**config.mk**
```make
export PLATFORM = sky130hd
export DESIGN_NAME = usb_ep_irq_agg
export DESIGN_NICKNAME = d
export VERILOG_FILES = /design/src/rtl/usb_ep_irq_pkg.sv /design/src/rtl/usb_ep_pending.sv /design/src/rtl/usb_ep_enable_regs.sv /design/src/rtl/usb_ep_irq_latch.sv /design/src/rtl/usb_ep_irq_agg.sv
export SDC_FILE = /design/constraint.sdc
export NUM_CORES = 1
export LEC_CHECK = 0
export ABC_AREA = 1
export CAP_MARGIN = 20
export CORE_ASPECT_RATIO = 1.25
export CORE_MARGIN = 2
export CORE_UTILIZATION = 40
export DETAILED_ROUTE_END_ITERATION = 10
export PLACE_DENSITY_LB_ADDON = 0.12
export SYNTH_ARGS = -nofsm -noshare
export SYNTH_HDL_FRONTEND = slang
export SYNTH_HIERARCHICAL = 1
export SYNTH_SLANG_ARGS = --single-unit
```
**constraint.sdc**
```tcl
create_clock -name clk -period 2.2 [get_ports clk]
set_clock_uncertainty 0.15 [all_clocks]
set_input_delay 0.44 -clock clk [delete_from_list [all_inputs] [get_ports clk]]
set_output_delay 0.44 -clock clk [all_outputs]
set_load 0.05 [all_outputs]
```
**src/rtl/usb_ep_irq_pkg.sv**
```systemverilog
package usb_ep_irq_pkg;

    // Register selected by a bus access; SEL_NONE covers every unmapped address.
    typedef enum logic [2:0] {
        SEL_NONE,
        SEL_IN_EN,
        SEL_OUT_EN,
        SEL_IN_PEND,
        SEL_OUT_PEND
    } reg_sel_e;

    localparam int unsigned REG_COUNT = 4;
    localparam int unsigned DIR_IN    = 0;
    localparam int unsigned DIR_OUT   = 1;

    // Map an in-range register offset to its register.
    function automatic reg_sel_e decode_sel(input logic in_range, input logic [1:0] off);
        reg_sel_e s;
        s = SEL_NONE;
        if (in_range) begin
            case (off)
                2'd0:    s = SEL_IN_EN;
                2'd1:    s = SEL_OUT_EN;
                2'd2:    s = SEL_IN_PEND;
                default: s = SEL_OUT_PEND;
            endcase
        end
        return s;
    endfunction

endpackage

```
**src/rtl/usb_ep_pending.sv**
```systemverilog
module usb_ep_pending #(
    parameter int unsigned N = 8
) (
    input  logic         clk,
    input  logic         rst,
    input  logic [N-1:0] req,
    input  logic [N-1:0] clr_mask,
    output logic [N-1:0] pend
);
    logic [N-1:0] pend_q;

    // A new request overrides a clear of the same bit.
    always_ff @(posedge clk) begin
        if (rst) pend_q <= '0;
        else     pend_q <= (pend_q & ~clr_mask) | req;
    end

    assign pend = pend_q;

    AST_REQ_CAPTURED: assert property (@(posedge clk) disable iff (rst)
        (req != '0) |=> ((pend_q & $past(req)) == $past(req)));
    AST_W1C_CLEARS: assert property (@(posedge clk) disable iff (rst)
        ((clr_mask & ~req) != '0) |=> ((pend_q & $past(clr_mask & ~req)) == '0));
    AST_REQ_BEATS_CLR: assert property (@(posedge clk) disable iff (rst)
        ((clr_mask & req) != '0) |=> ((pend_q & $past(clr_mask & req)) == $past(clr_mask & req)));
    AST_PEND_HOLDS: assert property (@(posedge clk) disable iff (rst)
        (req == '0 && clr_mask == '0) |=> $stable(pend_q));

endmodule

```
**src/rtl/usb_ep_enable_regs.sv**
```systemverilog
module usb_ep_enable_regs
    import usb_ep_irq_pkg::*;
#(
    parameter int unsigned N            = 8,
    parameter logic [N-1:0] OUT_EN_RESET = '0
) (
    input  logic         clk,
    input  logic         rst,
    input  logic         wr,
    input  reg_sel_e     sel,
    input  logic [N-1:0] wdata,
    output logic [N-1:0] in_en,
    output logic [N-1:0] out_en
);
    logic [N-1:0] in_en_q, out_en_q;

    always_ff @(posedge clk) begin
        if (rst) begin
            in_en_q  <= '0;
            out_en_q <= OUT_EN_RESET;
        end else if (wr) begin
            if (sel == SEL_IN_EN)  in_en_q  <= wdata;
            if (sel == SEL_OUT_EN) out_en_q <= wdata;
        end
    end

    assign in_en  = in_en_q;
    assign out_en = out_en_q;

    AST_EN_ONLY_BY_WRITE: assert property (@(posedge clk) disable iff (rst)
        !(wr && (sel == SEL_IN_EN || sel == SEL_OUT_EN)) |=> ($stable(in_en_q) && $stable(out_en_q)));

endmodule

```
**src/rtl/usb_ep_irq_latch.sv**
```systemverilog
module usb_ep_irq_latch (
    input  logic clk,
    input  logic rst,
    input  logic hit,
    input  logic loc_en,
    input  logic glb_en,
    input  logic ack,
    output logic flag
);
    logic flag_q;
    logic set_c;

    assign set_c = hit && loc_en && glb_en;

    always_ff @(posedge clk) begin
        if (rst)        flag_q <= 1'b0;
        else if (set_c) flag_q <= 1'b1;
        else if (ack)   flag_q <= 1'b0;
    end

    assign flag = flag_q;

    AST_SETS_NEXT_EDGE: assert property (@(posedge clk) disable iff (rst)
        (hit && loc_en && glb_en) |=> flag_q);
    AST_RISE_HAS_CAUSE: assert property (@(posedge clk) disable iff (rst)
        $rose(flag_q) |-> $past(hit && loc_en && glb_en));
    AST_STICKY: assert property (@(posedge clk) disable iff (rst)
        (flag_q && !ack) |=> flag_q);
    AST_ACK_CLEARS: assert property (@(posedge clk) disable iff (rst)
        (ack && !(hit && loc_en && glb_en)) |=> !flag_q);

endmodule

```
**src/rtl/usb_ep_irq_agg.sv**
```systemverilog
module usb_ep_irq_agg
    import usb_ep_irq_pkg::*;
#(
    parameter int unsigned      EP_N         = 8,
    parameter int unsigned      ADDR_W       = 16,
    parameter logic [ADDR_W-1:0] BASE_ADDR    = 16'h0040,
    parameter logic [EP_N-1:0]  OUT_EN_RESET = '0
) (
    input  logic              clk,
    input  logic              rst,
    input  logic [ADDR_W-1:0] bus_addr,
    input  logic              bus_wr,
    input  logic [EP_N-1:0]   bus_wdata,
    output logic [EP_N-1:0]   bus_rdata,
    input  logic [EP_N-1:0]   ep_in_req,
    input  logic [EP_N-1:0]   ep_out_req,
    input  logic              loc_irq_en,
    input  logic              glb_irq_en,
    input  logic              irq_ack,
    output logic              irq_out
);
    localparam int unsigned DIRS = 2;

    logic [ADDR_W-1:0]         off;
    logic                      in_range;
    reg_sel_e                  sel;
    logic [EP_N-1:0]           in_en, out_en;
    logic [DIRS-1:0][EP_N-1:0] req_v, clr_v, pend_v, en_v;
    logic                      hit;

    assign off      = bus_addr - BASE_ADDR;
    assign in_range = (bus_addr >= BASE_ADDR) && (off < ADDR_W'(REG_COUNT));
    assign sel      = decode_sel(in_range, off[1:0]);

    usb_ep_enable_regs #(.N(EP_N), .OUT_EN_RESET(OUT_EN_RESET)) u_en (
        .clk(clk), .rst(rst), .wr(bus_wr), .sel(sel), .wdata(bus_wdata),
        .in_en(in_en), .out_en(out_en)
    );

    assign req_v[DIR_IN]  = ep_in_req;
    assign req_v[DIR_OUT] = ep_out_req;
    assign clr_v[DIR_IN]  = (bus_wr && sel == SEL_IN_PEND)  ? bus_wdata : '0;
    assign clr_v[DIR_OUT] = (bus_wr && sel == SEL_OUT_PEND) ? bus_wdata : '0;
    assign en_v[DIR_IN]   = in_en;
    assign en_v[DIR_OUT]  = out_en;

    for (genvar d = 0; d < DIRS; d++) begin : g_dir
        usb_ep_pending #(.N(EP_N)) u_pend (
            .clk(clk), .rst(rst), .req(req_v[d]), .clr_mask(clr_v[d]), .pend(pend_v[d])
        );
    end

    // Enabled requests from both directions OR-reduced into one line.
    assign hit = |(pend_v & en_v);

    usb_ep_irq_latch u_latch (
        .clk(clk), .rst(rst), .hit(hit), .loc_en(loc_irq_en), .glb_en(glb_irq_en),
        .ack(irq_ack), .flag(irq_out)
    );

    always_comb begin
        case (sel)
            SEL_IN_EN:    bus_rdata = in_en;
            SEL_OUT_EN:   bus_rdata = out_en;
            SEL_IN_PEND:  bus_rdata = pend_v[DIR_IN];
            SEL_OUT_PEND: bus_rdata = pend_v[DIR_OUT];
            default:      bus_rdata = '0;
        endcase
    end

    AST_UNMAPPED_WRITE_INERT: assert property (@(posedge clk) disable iff (rst)
        (bus_wr && !in_range) |=> ($stable(in_en) && $stable(out_en)));
    AST_MASKED_NO_RISE: assert property (@(posedge clk) disable iff (rst)
        (!irq_out && (pend_v & en_v) == '0) |=> !irq_out);

endmodule

```
Word-level counts from Yosys, hierarchy flattened
Index checks and enable logic that the tools add are counted.
- $add $sub $neg: 1
- magnitude comparators: 2
- equality and inequality tests: 6
- mux-type cells: 7
- bitwise logic cells: 7
- reduce and logical (&&, ||, !) cells: 10
- operators by type and width (operator ; count):
    $pmux W8 S4 ; 1
    $and A16 B16 Y16 ; 1
    $and A8 B8 Y8 ; 2
    $ge A16 B7 Y1 const B ; 1
    $lt A16 B3 Y1 const B ; 1
    $mux W8 ; 2
    $not A8 Y8 ; 2
    $or A8 B8 Y8 ; 2
    $reduce_or A16 Y1 ; 1
    $sub A16 B7 Y16 const B ; 1
    $pmux W3 S3 ; 1
    $eq A3 B2 Y1 const B ; 2
    $logic_and A1 B1 Y1 ; 5
    $reduce_and A2 Y1 ; 2
    $eq A3 B1 Y1 const B ; 1
    $eq A3 B3 Y1 const B ; 1
    $mux W3 ; 1
    $eq A2 B1 Y1 const B ; 1
    $eq A2 B2 Y1 const B ; 1
    $logic_not A2 Y1 ; 1
    $mux W1 ; 2
    $reduce_bool A2 Y1 ; 1
- flip-flop bits (word level): 33
- input port bits: 46
- output and inout bits: 9
- logic and storage cells: 38

Logic depth before layout (Yosys ltp)
- word-level depth: 10
- gate-level depth with buffers: 12
- gate-level depth less buffers: 12

Cells and area by module
Netlist, hierarchy kept.
- modules (own cells, without submodules) (module ; times used ; cells an instance ; area an instance (um^2) ; sequential area each (um^2)):
    usb_ep_irq_agg ; 1 ; 145 ; 768.2 ; 0.0
    usb_ep_enable_regs ; 1 ; 103 ; 713.2 ; 320.3
    usb_ep_pending ; 2 ; 41 ; 331.6 ; 160.2
    usb_ep_irq_latch ; 1 ; 5 ; 41.3 ; 20.0

Worst setup path before layout
OpenSTA, ideal clock, no wires.
- path type: input to output
- from: in bus_addr[0]
- to: out bus_rdata[0]
- arrival: 1.805 ns
- data required time: 1.610 ns
- path slack: -0.195 ns
- stages: 10
- path buffers: 0
- cells stage by stage: inv_1 > ha_1 > or2_1 > inv_2 > a21oi_2 > nor2_4 > nand2_1 > nand2_1 > inv_1 > nand2_1
- longest elaborated chain between the ends: 6
- elaborated cells on any way between the ends: 14
- those cells by class: add/sub: 1; order compare: 2; eq/ne: 6; mux: 3; reduce/logical: 2
- ends and longest elaborated chain (item ; line ; text):
    from (decl) ; usb_ep_irq_agg.sv:11 ; input logic [ADDR_W-1:0] bus_addr,
    $sub A16 B7 Y16 ; usb_ep_irq_agg.sv:31 ; assign off = bus_addr - BASE_ADDR;
    $lt A16 B3 Y1 (tied with other cells) ; usb_ep_irq_agg.sv:32 ; assign in_range = (bus_addr >= BASE_ADDR) && (off < ADDR_W'(REG_COUNT));
    $logic_and A1 B1 Y1 or $pmux W3 S3 (tied branches) ; usb_ep_irq_agg.sv:32, usb_ep_irq_pkg.sv:21 ;
    $mux W3 * ; usb_ep_irq_pkg.sv:20 ; if (in_range) begin
    $eq A3 B3 Y1 (tied with other cells) ; usb_ep_irq_agg.sv:62 ; case (sel)
    $pmux W8 S4 * ; usb_ep_irq_agg.sv:62 ;
    to (decl) ; usb_ep_irq_agg.sv:14 ; output logic [EP_N-1:0] bus_rdata,
Every way passes the cells marked *; elsewhere a longest branch is shown, timed or not.

Worst setup path after layout
- from: in bus_addr[11]
- to: out bus_rdata[7]
- longest elaborated chain between the ends: 6
- elaborated cells on any way between the ends: 10
- those cells by class: add/sub: 1; order compare: 2; eq/ne: 4; mux: 2; reduce/logical: 1
- ends and longest elaborated chain (item ; line ; text):
    $sub A16 B7 Y16 ; usb_ep_irq_agg.sv:31 ;
    $lt A16 B3 Y1 ; usb_ep_irq_agg.sv:32 ;
    $logic_and A1 B1 Y1 * ; usb_ep_irq_agg.sv:32 ;
    $mux W3 * ; usb_ep_irq_pkg.sv:20 ;
    named net sel[0] ; usb_ep_irq_agg.sv:26 ; reg_sel_e sel;
    $eq A3 B3 Y1 (tied with other cells) ; usb_ep_irq_agg.sv:62 ;
    $pmux W8 S4 * ; usb_ep_irq_agg.sv:62 ;
The timed path passes the listed nets; every way through them passes the cells marked *.

==> flow_summary.json <==
{
  "yosysMostFrequentCell": "inv_1",
  "dp_hpwl_mm": 4.26,
  "fmax_mhz": 418,
  "power.leakage_nw": 1.54,
  "wl_per_cell_um": 11.3,
  "die_x_um": 70.1,
  "r2r_end": "u_latch/flag$_SDFFE_PP0P_",
  "grt_pass1_vias": 2126,
  "grt_start_max_net_pins": 18,
  "rr_worst_depth": 5,
  "start_kind": "primary input",
  "stdcell_count": 483,
  "synth_ff_type": "dfxtp_1",
  "p_switching_uw": 340,
  "grt_usage_pct": 19.7,
  "post-place-ws_ns": -0.641,
  "async_reset_ff_share_pct": 0,
  "grt_overflow_total": 0,
  "fp-row-count": 30,
  "met2_length_mm": 2.88,
  "finalNetCount": 467,
  "clock_sinks": 33,
  "drt_iter0_markers": 53,
  "cp-end-kind": "output port",
  "routed_wl_mm": 5.47,
  "status": "finished, violations left",
  "via_count": 2176,
  "post-route-min-period_ns": 2.40,
  "final_core_util_pct": 61.9,
  "initial_core_util_pct": 40.7,
  "critPathArrivalTime_ns": 1.81,
  "min_from": "u_latch/flag$_SDFFE_PP0P_",
  "ant_nets": 0,
  "grt_setup_unrepaired": "yes",
  "clockBufferDepth": 2,
  "crit_type": "in -> out",
  "io_buffer_count": 54,
  "synth_nets": 384,
  "synth_area_um2": 2190,
  "synth_cell_types": 25,
  "netlist_top_cells_area": "dfxtp_1 (30%), inv_1 (12%), nand2_1 (12%)",
  "setup_ws_ns": -0.195,
  "dr.pass1.iters": 5,
  "p_sw_share_pct": 26.3,
  "seq_area_frac_synth_pct": 30.2,
  "power_mw": 1.29,
  "io_pins": 55,
  "crit_required_ns": 1.61,
  "yosys_warnings": 6,
  "synth_commonest_cells": "inv_1 (72), nand2_1 (71), nor2_1 (52)",
  "top_layer": "met4",
  "endpoint": "bus_rdata[7]",
  "wl_met3_um": 240,
  "drc": 0,
  "path_cells": "buf_6 -> or2_4 -> nor2_4 -> nand2_4 -> buf_6 -> nor2_4 -> nand3_2 -> nand2_2 -> inv_4 -> nand2_4 -> buf_12",
  "seqPwrFrac_pct": 49.4,
  "antennaDiodeCount": 0,
  "ir_worst_vdd_uv": 350,
  "drv_slew": 0,
  "drt-met1-wl_mm": 2.28,
  "hold_viol": 0,
  "coreArea_um2": 5370,
  "hp-class": "reg -> reg",
  "numCtsBuffers": 5,
  "die_area_um2": 6080,
  "max_cap_violations": 0,
  "antenna_found_initial": 0,
  "rrSetupSlack_ns": 0.66,
  "violations": "negative setup slack",
  "setup_viol": 8,
  "ys_ff_latch": 33,
  "die_h_um": 86.7,
  "cts_hold_repair.buffers": 0,
  "cpMaxStageDelayCell": "or2_4",
  "holdWs_ns": 0.335,
  "setup.worst_path.start": "bus_addr[11]",
  "relSlewSlack_pct": 66.5,
  "post_route_cells_drive_above_1_share_pct": 37.5,
  "min_path_cells": 2,
  "clk_pin_slew_worst_paths_ns": 0.07,
  "yosysTopAreaCell": "dfxtp_1",
  "gp_congestion": 0.844,
  "max_stage_delay_ns": 0.24,
  "tritoncts": "built",
  "htree_levels": 2,
  "worstSkewPairLatency_ns": 0.29,
  "p_int_uw": 953,
  "syn_inst": 335,
  "vias_per_cell": 4.51,
  "synth_edf_count": 0,
  "synthToLayoutAreaGrowth_pct": 52.0,
  "syn_avg_cell_area_um2": 6.52,
  "p_clk_share_pct": 33.7,
  "cts-root-buf": "clkbuf_8",
  "tightest_slew_ns": 0.501,
  "finalCritPeriodShare_pct": 109,
  "p_comb_share_pct": 16.8,
  "cp_max_fo": 7,
  "rr_startpoint": "u_en/in_en[3]$_SDFFE_PP0P_",
  "dp_cells": 467,
  "pwr_density_cell_nw_per_um2": 389,
  "grt_pass1_wl_mm": 9.45,
  "yosysTopAreaCellShare_pct": 30.2
}
## state kept, by name, indices dropped and copies added (netlist names)
name	cells
g_dir.u_pend/pend	16
u_en/in_en	8
u_en/out_en	8
u_latch/flag	1
## worst min path at each step
stage,end,slack (ns)
final,u_latch/flag$_SDFFE_PP0P_,0.33
after detailed placement,u_latch/flag$_SDFFE_PP0P_,0.33
after CTS,u_latch/flag$_SDFFE_PP0P_,0.34
after floorplan,g_dir[0].u_pend/pend[2]$_SDFF_PP0_,0.31
after global routing,g_dir[1].u_pend/pend[6]$_SDFF_PP0_,0.37
after global placement,u_latch/flag$_SDFFE_PP0P_,0.31
## cells in the final DEF, fill, tap and decap left out, drive strengths merged, types with 3 or more instances in the layout
master and n:
clkdlybuf4s50 30, nand2 80, nor2 71, buf 48, ha 3, a21oi 18, dfxtp 33, clkbuf 7
nand3 29, inv 78, nand4 5, a22o 6
## per-layer routing
layer  track usage (%)  vias to the layer above
li1                  -                     1165
met1              23.1                      958
met2              35.9                       47
met3              3.02                        6
met4              7.52                        0
met5                 0                        -
## critical path: cells and delay by family
family / cells / cell delay, ns
buf+inv: 4 / 0.39
simple gates: 7 / 0.97
## power by group through the flow
| stage | registers (mW) | clock network [mW] | logic (mW) |
|---|---|---|---|
| 3_3_place_gp | 0.652 | 0 | 0.211 |
| 3_5_place_dp | 0.651 | 0 | 0.214 |
| 6_report | 0.639 | 0.436 | 0.218 |
| 4_1_cts | 0.638 | 0.453 | 0.212 |
| 5_1_grt | 0.642 | 0.478 | 0.240 |
| 2_1_floorplan | 0.644 | 0 | 0.103 |
## cells by family after synthesis
family / synth area share, %
xor gates and xnor gates: 0.401
and+or+nand+nor: 41.9
AOI/OAI and AO/OA: 10.4
buffers and inverters: 15.3
DFF: 30.2
adders and majority gates: 1.72
## timing repair
action,in CTS,in global routing
endpoints found under the hold margin,0,0
setup buffers,5,3
pin swaps,34,33
endpoints found under the setup margin,40,8
resized for setup,77,31
## cell type report
| class | instances | area (um^2) |
|---|---|---|
| fillers | 514 | 2050 |
| repair buffers | 80 | 823 |
| flip-flops and latches | 33 | 661 |
| clock buffers | 6 | 72.6 |
| multi-input cells | 218 | 1350 |
| inverters | 80 | 323 |
| well taps | 64 | 80.1 |
| clock inverters | 2 | 10.0 |
## per-stage QoR
stage / cell area, um^2 / setup TNS [ns]
floorplan: 2250 / 0
global placement: 3080 / -15.58
detailed placement: 3080 / -16.44
CTS: 3220 / -1.45
global route: 3320 / -1.99
finish: 3320 / -1.33
Power figures use the tool's default switching activity.
